--- config.mk ---
export PLATFORM = sky130hd
export DESIGN_NAME = adc_conv_seq
export DESIGN_NICKNAME = d
export VERILOG_FILES = /design/src/rtl/adc_seq_pkg.sv /design/src/rtl/adc_sync_edge.sv /design/src/rtl/adc_int_div.sv /design/src/rtl/adc_seq_fsm.sv /design/src/rtl/adc_conv_seq.sv
export SDC_FILE = /design/constraint.sdc
export NUM_CORES = 1
export LEC_CHECK = 0
export BUFFER_PORTS_ARGS = -buffer_cell sky130_fd_sc_hd__clkbuf_2
export CAP_MARGIN = 10
export CELL_PAD_IN_SITES_DETAIL_PLACEMENT = 0
export CELL_PAD_IN_SITES_GLOBAL_PLACEMENT = 1
export CORE_ASPECT_RATIO = 1.4
export CORE_UTILIZATION = 43
export DETAILED_ROUTE_END_ITERATION = 16
export MAX_ROUTING_LAYER = met4
export PLACE_DENSITY = 0.86
export SETUP_SLACK_MARGIN = 0.4
export SKIP_LAST_GASP = 1
export SYNTH_ARGS = -nofsm -noshare
export SYNTH_HDL_FRONTEND = slang
export SYNTH_SLANG_ARGS = --single-unit
--- constraint.sdc ---
create_clock -name clk -period 1.9 [get_ports clk]
set_input_delay 0.095 -clock clk [delete_from_list [all_inputs] [get_ports clk]]
set_output_delay 0.095 -clock clk [all_outputs]
set_load 0.01 [all_outputs]
--- src/rtl/adc_seq_pkg.sv ---
package adc_seq_pkg;
    typedef enum logic [1:0] {
        S_IDLE  = 2'd0,
        S_GUARD = 2'd1,
        S_CONV  = 2'd2,
        S_TAIL  = 2'd3
    } seq_state_t;
endpackage

--- src/rtl/adc_sync_edge.sv ---
module adc_sync_edge #(
    parameter int STAGES  = 2,
    parameter bit FALLING = 1'b0
) (
    input  logic clk,
    input  logic rst_n,
    input  logic din,
    output logic level,
    output logic edge_det
);
    logic [STAGES-1:0] chain_q;
    logic              last_q;

    generate
        for (genvar i = 0; i < STAGES; i++) begin : g_stage
            if (i == 0) begin : g_first
                always_ff @(posedge clk or negedge rst_n) begin
                    if (!rst_n) chain_q[0] <= 1'b0;
                    else        chain_q[0] <= din;
                end
            end else begin : g_next
                always_ff @(posedge clk or negedge rst_n) begin
                    if (!rst_n) chain_q[i] <= 1'b0;
                    else        chain_q[i] <= chain_q[i-1];
                end
            end
        end
    endgenerate

    always_ff @(posedge clk or negedge rst_n) begin
        if (!rst_n) last_q <= 1'b0;
        else        last_q <= chain_q[STAGES-1];
    end

    assign level = chain_q[STAGES-1];

    generate
        if (FALLING) begin : g_fall
            assign edge_det = ~chain_q[STAGES-1] & last_q;
        end else begin : g_rise
            assign edge_det = chain_q[STAGES-1] & ~last_q;
        end
    endgenerate
endmodule

--- src/rtl/adc_int_div.sv ---
module adc_int_div #(
    parameter int DIV = 4
) (
    input  logic clk,
    input  logic rst_n,
    input  logic restart,
    output logic tick
);
    localparam int CW = (DIV > 2) ? $clog2(DIV) : 1;
    localparam logic [CW-1:0] LAST = CW'(DIV - 1);

    logic [CW-1:0] cnt_q;

    always_ff @(posedge clk or negedge rst_n) begin
        if (!rst_n)             cnt_q <= '0;
        else if (restart)       cnt_q <= '0;
        else if (cnt_q == LAST) cnt_q <= '0;
        else                    cnt_q <= cnt_q + 1'b1;
    end

    assign tick = (cnt_q == LAST);
endmodule

--- src/rtl/adc_seq_fsm.sv ---
module adc_seq_fsm
    import adc_seq_pkg::*;
#(
    parameter int CONV_CLKS = 16,
    parameter int LOAD_CLK  = 15,
    parameter int GUARD_CYC = 10
) (
    input  logic clk,
    input  logic rst_n,
    input  logic start_rise,
    input  logic start_lvl,
    input  logic ck_lvl,
    input  logic ck_fall,
    input  logic int_tick,
    output logic kick,
    output logic load,
    output logic hold,
    output logic stat
);
    localparam int FW = $clog2(CONV_CLKS + 1);
    localparam int GW = $clog2(GUARD_CYC + 1);
    localparam logic [FW-1:0] LOAD_LAST = FW'(LOAD_CLK - 1);
    localparam logic [FW-1:0] CONV_LAST = FW'(CONV_CLKS - 1);
    localparam logic [GW-1:0] GUARD_LAST = GW'(GUARD_CYC - 1);

    seq_state_t    state_q, state_d;
    logic [FW-1:0] fcnt_q;
    logic [GW-1:0] gcnt_q;
    logic          ext_q;
    logic          eoc_q;
    logic          conv_fall;

    assign conv_fall = ext_q ? ck_fall : int_tick;
    assign kick      = (state_q == S_IDLE) && start_rise;
    assign load      = (state_q == S_CONV) && conv_fall && (fcnt_q == LOAD_LAST);

    // next-state logic
    always_comb begin
        state_d = state_q;
        unique case (state_q)
            S_IDLE:  if (start_rise) state_d = ck_lvl ? S_GUARD : S_CONV;
            S_GUARD: if (gcnt_q == GUARD_LAST) state_d = S_CONV;
            S_CONV:  if (conv_fall && fcnt_q == LOAD_LAST) state_d = S_TAIL;
            S_TAIL:  if (conv_fall && fcnt_q == CONV_LAST) state_d = S_IDLE;
        endcase
    end

    // state register
    always_ff @(posedge clk or negedge rst_n) begin
        if (!rst_n) state_q <= S_IDLE;
        else        state_q <= state_d;
    end

    // counters, source and mode latches
    always_ff @(posedge clk or negedge rst_n) begin
        if (!rst_n) begin
            fcnt_q <= '0;
            gcnt_q <= '0;
            ext_q  <= 1'b0;
            eoc_q  <= 1'b0;
        end else begin
            if (kick) begin
                fcnt_q <= '0;
                gcnt_q <= '0;
                ext_q  <= ck_lvl;
            end else begin
                if (state_q == S_GUARD) gcnt_q <= gcnt_q + 1'b1;
                if ((state_q == S_CONV || state_q == S_TAIL) && conv_fall)
                    fcnt_q <= fcnt_q + 1'b1;
            end
            if (load) eoc_q <= start_lvl;
        end
    end

    // outputs
    always_comb begin
        hold = 1'b1;
        stat = 1'b1;
        unique case (state_q)
            S_IDLE:  begin hold = 1'b0; stat = eoc_q; end
            S_GUARD: stat = 1'b1;
            S_CONV:  stat = 1'b1;
            S_TAIL:  stat = 1'b0;
        endcase
    end

    AST_SRC_LOCK: assert property (@(posedge clk) disable iff (!rst_n)
        (state_q != S_IDLE && $past(state_q) != S_IDLE) |-> $stable(ext_q));
    AST_FALL_BOUND: assert property (@(posedge clk) disable iff (!rst_n)
        fcnt_q <= FW'(CONV_CLKS));
    AST_GUARD_IGNORE: assert property (@(posedge clk) disable iff (!rst_n)
        (state_q == S_GUARD) |=> (fcnt_q == '0));
    AST_STAT_AFTER_LOAD: assert property (@(posedge clk) disable iff (!rst_n)
        load |=> !stat);
endmodule

--- src/rtl/adc_conv_seq.sv ---
module adc_conv_seq #(
    parameter int DATA_W      = 14,
    parameter int CONV_CLKS   = 16,
    parameter int LOAD_CLK    = 15,
    parameter int INT_DIV     = 4,
    parameter int GUARD_CYC   = 10,
    parameter int SYNC_STAGES = 2
) (
    input  logic              clk,
    input  logic              rst_n,
    input  logic              cnv_start,
    input  logic              ckpin,
    input  logic [DATA_W-1:0] sample_code,
    input  logic              cs_n,
    input  logic              rd_n,
    output logic              hold,
    output logic              stat,
    output logic [DATA_W-1:0] dout,
    output logic              dout_oe
);
    logic start_lvl, start_rise;
    logic ck_lvl, ck_fall;
    logic int_tick, kick, load;
    logic [DATA_W-1:0] data_q;

    adc_sync_edge #(.STAGES(SYNC_STAGES), .FALLING(1'b0)) u_start_sync (
        .clk(clk), .rst_n(rst_n), .din(cnv_start),
        .level(start_lvl), .edge_det(start_rise)
    );

    adc_sync_edge #(.STAGES(SYNC_STAGES), .FALLING(1'b1)) u_ck_sync (
        .clk(clk), .rst_n(rst_n), .din(ckpin),
        .level(ck_lvl), .edge_det(ck_fall)
    );

    adc_int_div #(.DIV(INT_DIV)) u_div (
        .clk(clk), .rst_n(rst_n), .restart(kick), .tick(int_tick)
    );

    adc_seq_fsm #(
        .CONV_CLKS(CONV_CLKS), .LOAD_CLK(LOAD_CLK), .GUARD_CYC(GUARD_CYC)
    ) u_fsm (
        .clk(clk), .rst_n(rst_n),
        .start_rise(start_rise), .start_lvl(start_lvl),
        .ck_lvl(ck_lvl), .ck_fall(ck_fall), .int_tick(int_tick),
        .kick(kick), .load(load), .hold(hold), .stat(stat)
    );

    always_ff @(posedge clk or negedge rst_n) begin
        if (!rst_n)    data_q <= '0;
        else if (load) data_q <= sample_code;
    end

    assign dout_oe = ~cs_n & ~rd_n;
    assign dout    = dout_oe ? data_q : '0;

    AST_HOLD_NEEDS_START: assert property (@(posedge clk) disable iff (!rst_n)
        $rose(hold) |-> $past(start_rise));
    AST_DATA_ONLY_IN_HOLD: assert property (@(posedge clk) disable iff (!rst_n)
        !$stable(data_q) |-> $past(hold));
endmodule

# Yosys cells after proc, flatten, opt, wreduce, memory -nomap -nowiden
# Index checks and enable logic that the tools add are counted.
[word_totals]
ff_bits = 35
latch_bits = 0
ram_bits = 0
mem_bits_ro = 0
inputBits = 20
out_inout_bits = 17
word_cells = 62
memories = 0
[op_classes]
add_sub_neg = 3
multipliers = 0
n_div = 0
magnitude_cmp = 0
eq_ne = 11
shifts = 0
n_mux = 16
bitwise = 7
reduce_logical = 12
[op_table]
columns = ["cell", "n"]
rows = [
  ["14-bit two-way mux", 1],
  ["2-bit two-way mux", 7],
  ["5-bit by 4-bit equality test with 1-bit output, second input constant", 2],
  ["5-bit two-way mux", 2],
  ["4-bit two-way mux", 2],
  ["2-bit by 1-bit inequality test with 1-bit output, second input constant", 4],
  ["2-bit one-hot mux with 4 select lines", 1],
  ["2-bit equality test, second input constant", 3],
  ["1-bit logical AND", 6],
  ["5-bit by 1-bit adder with 5-bit output, second input constant", 1],
  ["4-bit by 1-bit adder with 4-bit output, second input constant", 1],
  ["4-bit equality test, second input constant", 1],
  ["1-bit inverter", 4],
  ["4-bit AND reduction", 1],
  ["2-bit nonzero test", 2],
  ["1-bit AND", 3],
  ["1-bit one-hot mux with 3 select lines", 1],
  ["2-bit by 1-bit adder with 2-bit output, second input constant", 1],
  ["2-bit by 1-bit equality test with 1-bit output, second input constant", 1],
  ["2-bit zero test", 1],
  ["1-bit two-way mux", 2],
  ["2-bit OR reduction", 1],
  ["1-bit logical OR", 1],
]

# Longest topological paths before layout
[depth]
word_depth = 6
depth_mapped = 6
depth_no_buf = 6

# Modules after synthesis
# A second synthesis with hierarchy kept.
[unflattened]
cells_unflattened = 135
area_unflattened_um2 = 1681.6
[modules_own_cells]
columns = ["mod", "n_inst", "cells_per_inst", "area_each_um2", "seq_area_each_um2"]
rows = [
  ["adc_seq_fsm", 1, 76, 787.0, 325.3],
  ["adc_conv_seq", 1, 46, 638.1, 350.3],
  ["adc_sync_edge", 2, 4, 88.8, 75.1],
  ["adc_int_div", 1, 5, 78.8, 50.0],
]

# Worst setup path before layout
# Ideal clock, no wire load.
[synth_path]
path_type = "register to register"
start = "register u_div.cnt_q[0]"
end = "register data_q[10]"
setup_ps = 125
arrival_time_ps = 1491
required_ps = 1775
slack_ps = 283
path_stages_with_launch = 6
path_buffers = 1
period_less_slack_ps = 1617
path_cell_list = "dfrtp_1 -> ha_1 -> nor2b_2 -> o211ai_4 -> buf_12 -> mux2_4"
[synth_via]
elab_chain_len = 4
[synth_lines]
columns = ["element", "line_no", "text"]
rows = [
  ["start, declared", "adc_int_div.sv:12", "logic [CW-1:0] cnt_q;"],
  ["start signal, assigned", "adc_int_div.sv:18", "else cnt_q <= cnt_q + 1'b1;"],
  ["2-bit equality test", "adc_int_div.sv:21", "assign tick = (cnt_q == LAST);"],
  ["1-bit two-way mux", "adc_seq_fsm.sv:33", "assign conv_fall = ext_q ? ck_fall : int_tick;"],
  ["1-bit logical AND (2 in a row)", "adc_seq_fsm.sv:35", "assign load = (state_q == S_CONV) && conv_fall && (fcnt_q == LOAD_LAST);"],
  ["end signal, assigned", "adc_conv_seq.sv:51", "else if (load) data_q <= sample_code;"],
  ["end, declared", "adc_conv_seq.sv:24", "logic [DATA_W-1:0] data_q;"],
]
# Every way passes these cells.
# A chain may end at the register's enable or synchronous reset.

# Worst setup path after layout
[layout_path]
start = "register u_fsm.fcnt_q[0]"
end = "register data_q[8]"
[layout_via]
elab_chain_len = 2
[layout_lines]
columns = ["element", "line_no", "text"]
rows = [
  ["start, declared", "adc_seq_fsm.sv:27", "logic [FW-1:0] fcnt_q;"],
  ["start signal, assigned", "adc_seq_fsm.sv:69", "fcnt_q <= fcnt_q + 1'b1;"],
  ["5-bit by 4-bit equality test with 1-bit output", "adc_seq_fsm.sv:35", ""],
  ["1-bit logical AND", "adc_seq_fsm.sv:35", ""],
]
# Every way passes these cells.

==> impl_metrics.json <==
{
  "cp-start-kind": "register",
  "synth_top_area_cell": "dfrtp_1",
  "met2_usage_pct": 30.8,
  "cp-end-kind": "register",
  "syn_area_um2": 1720,
  "ys_top_cells_by_area": "dfrtp_1 51%, mux2_4 8.7%, ha_1 8.0%",
  "drive_gt1_share_pct": 48.9,
  "cts_tree": "done",
  "grt_usage_pct": 17.4,
  "outcome": "finished, final reports clean",
  "vias_per_cell": 5.02,
  "drt_iter0_drc": 26,
  "design_area_um2": 2250,
  "drv_slew": 0,
  "htree_levels": 2,
  "finalSetupViolCount": 0,
  "cts_made_buffers": 5,
  "synth-seq-cells": 35,
  "path_clk_slew_ns": 0.07,
  "timing.rr.end": "data_q[8]",
  "wl_per_cell_um": 15.1,
  "die_w_um": 55.5,
  "worstPathCellList": "inv_1 -> ha_1 -> and4b_2 -> o211ai_4 -> clkbuf_16 -> mux2_4",
  "diodes": 0,
  "synthDistinctLibCells": 33,
  "worst_slew_pin_slew_ns": 0.848,
  "busiest_layer": "met2",
  "place_area_um2": 1950,
  "n_fill_cell": 291,
  "ys_seq_area_share_pct": 50.9,
  "hp-start": "sample_code[5]",
  "core-area_um2": 3740,
  "cts_root_buf": "clkbuf_8",
  "ys.warnings.count": 0,
  "ff2ff_setup_slack_ns": 0.28,
  "p_leak_nw": 1.10,
  "required_ns": 2.07,
  "ant_nets": 0,
  "use_met3_pct": 2.53,
  "maxSlewHeadroom_pct": 43.5,
  "cpMaxStageDelayCell": "dfrtp_1",
  "syn_to_final_growth_pct": 31.1,
  "clkLatencyLatePin_ns": 0.28,
  "fin_nets": 216,
  "fin_crit_sh_pct": 85.2,
  "wl_mm": 3.43,
  "vdd_drop_max_uv": 815,
  "finClkSkew_ns": 0.00779,
  "final.min_clock_period_ns": 1.62,
  "finalWorstSetupSlack_ns": 0.280,
  "cts_sinks": 35,
  "post-dp-hpwl_mm": 2.32,
  "die_h_um": 76.8,
  "worst_ep_arrival_time_ns": 1.79,
  "cap_viol_max_count": 0,
  "ios": 37,
  "vias": 1145,
  "port_buffers": 36,
  "synth_top_area_share_pct": 50.9,
  "dr.pass1.iters": 4,
  "p_per_area_nw_per_um2": 1170,
  "cts.path.max_buffers": 2,
  "hold_depth": 2,
  "antenna_found_initial": 0,
  "cpPeakStageDelay_ns": 0.40,
  "grt_pass1_vias": 1266,
  "hold_class": "primary input to register",
  "whs_endpoint": "data_q[5]",
  "synthCells": 133,
  "drc": 0,
  "tns_ns": 0,
  "r2r_cells": 6,
  "grt_max_degree": 36,
  "r2r_start": "u_fsm.fcnt_q[0]",
  "place_ws_ns": 0.0620,
  "avgSynthCellArea_um2": 12.9,
  "start_util_pct": 46.0,
  "path_max_fanout": 7,
  "syn_nets": 164,
  "grt_pass1_wl_mm": 5.70,
  "grtUsageMet1_pct": 19.9,
  "path_class": "register to register",
  "grt_setup_unrepaired": "true",
  "num_rows": 26,
  "fp.dieArea_um2": 4260,
  "clock.fmax_mhz": 617,
  "overflow": 0,
  "hold_viol": 0,
  "gp_congestion": 0.737
}
## synth_stat cells
master / count
mux2_4: 10
nor2b_1: 1
and3_1: 1
nand3_1: 1
nor3_1: 1
o211ai_4: 1
and3b_4: 1
mux2_2: 8
inv_1: 6
dfrtp_1: 35
nand4_1: 1
o21ai_1: 1
nand2_1: 2
a221oi_2: 1
clkbuf_1: 2
and2_1: 14
nand3b_1: 3
mux2i_1: 3
ha_1: 11
a22o_1: 1
buf_12: 1
nor2_1: 11
o21ai_2: 1
and4b_2: 1
xnor2_1: 3
nand2b_1: 2
a21oi_2: 1
nor2b_2: 1
xor2_1: 2
a21bo_2: 1
a211oi_1: 3
a21oi_1: 1
o21ai_0: 1
## layer usage
metal | wire length (um) | vias to the layer above | part of all wire [%]
met5 | 0 | - | 0
met4 | 35 | 0 | 1.0
met3 | 107 | 7 | 3.1
met2 | 1860 | 34 | 54
met1 | 1430 | 550 | 42
li1 | - | 554 | -
## layout by cell type (no fill, tap or decap), drive strengths merged
master,count
clkbuf,43
dfrtp,35
mux2,18
and2,14
nor2,11
ha,11
buf,8
inv,6
xnor2,3
nand3b,3
mux2i,3
dlygate4sd3,3
a211oi,3
o21ai,3
nand2b,2
nand2,2
xor2,2
nor2b,2
a21oi,2
nor3,1
and3,1
and3b,1
and4b,1
o211ai,1
nand3,1
a22o,1
a221oi,1
nand4,1
a21bo,1
clkinvlp,1
clkinv,1
## critical path, delay by kind of cell (launching register included)
family,cells,cell delay (ns)
AND/OR/NAND/NOR,1,0.24
AO/OA/AOI/OAI,1,0.11
buffers and inverters,2,0.27
adder cells (fa/ha/maj),1,0.18
multiplexers,1,0.30
flip-flops,1,0.40
## flip-flops by register name, indices dropped and copies added (netlist names), 2 cells and up
name	flops
data_q	14
u_fsm.state_q	2
u_fsm.gcnt_q	4
u_div.cnt_q	2
u_fsm.fcnt_q	5
## worst max path at each step
| stage | slack (ns) | end | start |
|---|---|---|---|
| final | 0.28 | data_q[8] | u_fsm.fcnt_q[0] |
| after global routing | 0.23 | data_q[8] | u_fsm.fcnt_q[0] |
| after CTS | 0.26 | u_fsm.state_q[1] | u_fsm.fcnt_q[0] |
| after detailed placement | 0.06 | data_q[1] | u_div.cnt_q[0] |
| after global placement | 0.15 | data_q[12] | u_div.cnt_q[0] |
| after floorplan | 0.34 | data_q[10] | u_fsm.fcnt_q[0] |
## final cells by class
type	count	area (um^2)	share of cell area, %
Multi-Input combinational cell	89	908	40.3
Clock buffer	6	72.6	3.22
Clock inverter	2	12.5	0.555
Sequential cell	35	876	38.8
Tap cell	42	52.6	2.33
Inverter	6	25.0	1.11
Timing Repair Buffer	48	308	13.7
## report_power, final
part,internal [mW],switching [mW]
clock,0.256,0.267
sequential,0.905,0.142
combinational,0.555,0.511
total,1.72,0.920
## repair_timing
item,4_1_cts,5_1_grt
endpoints found under the hold margin,37,0
gates resized for setup,12,11
gates cloned,0,1
buffers inserted,4,2
hold buffers,3,0
setup endpoints to repair,23,23
pin swaps,5,2
## cells by family (layout without fill, tap and decap cells)
group | after synthesis | in the layout | synth area share, %
simple gates | 40 | 40 | 13.5
mux | 21 | 21 | 15.7
compound gates | 12 | 12 | 6.40
fa+ha+maj | 11 | 11 | 8.00
buf+inv | 9 | 62 | 2.91
xor+xnor | 5 | 5 | 2.55
flops | 35 | 35 | 50.9
## stage by stage
step | std cells | hold WS [ns] | power, mW | util (%)
after global routing | 228 | 0.0350 | 2.82 | 60.3
final | 228 | 0.0369 | 2.64 | 60.3
after global placement | 210 | 0.205 | 1.83 | 52.1
after floorplan | 133 | -0.201 | 1.65 | -
after CTS | 225 | 0.0351 | 2.53 | 57.7
after detailed placement | 210 | 0.205 | 1.88 | 52.1
Note: power is estimated with default switching activity, not from simulation.
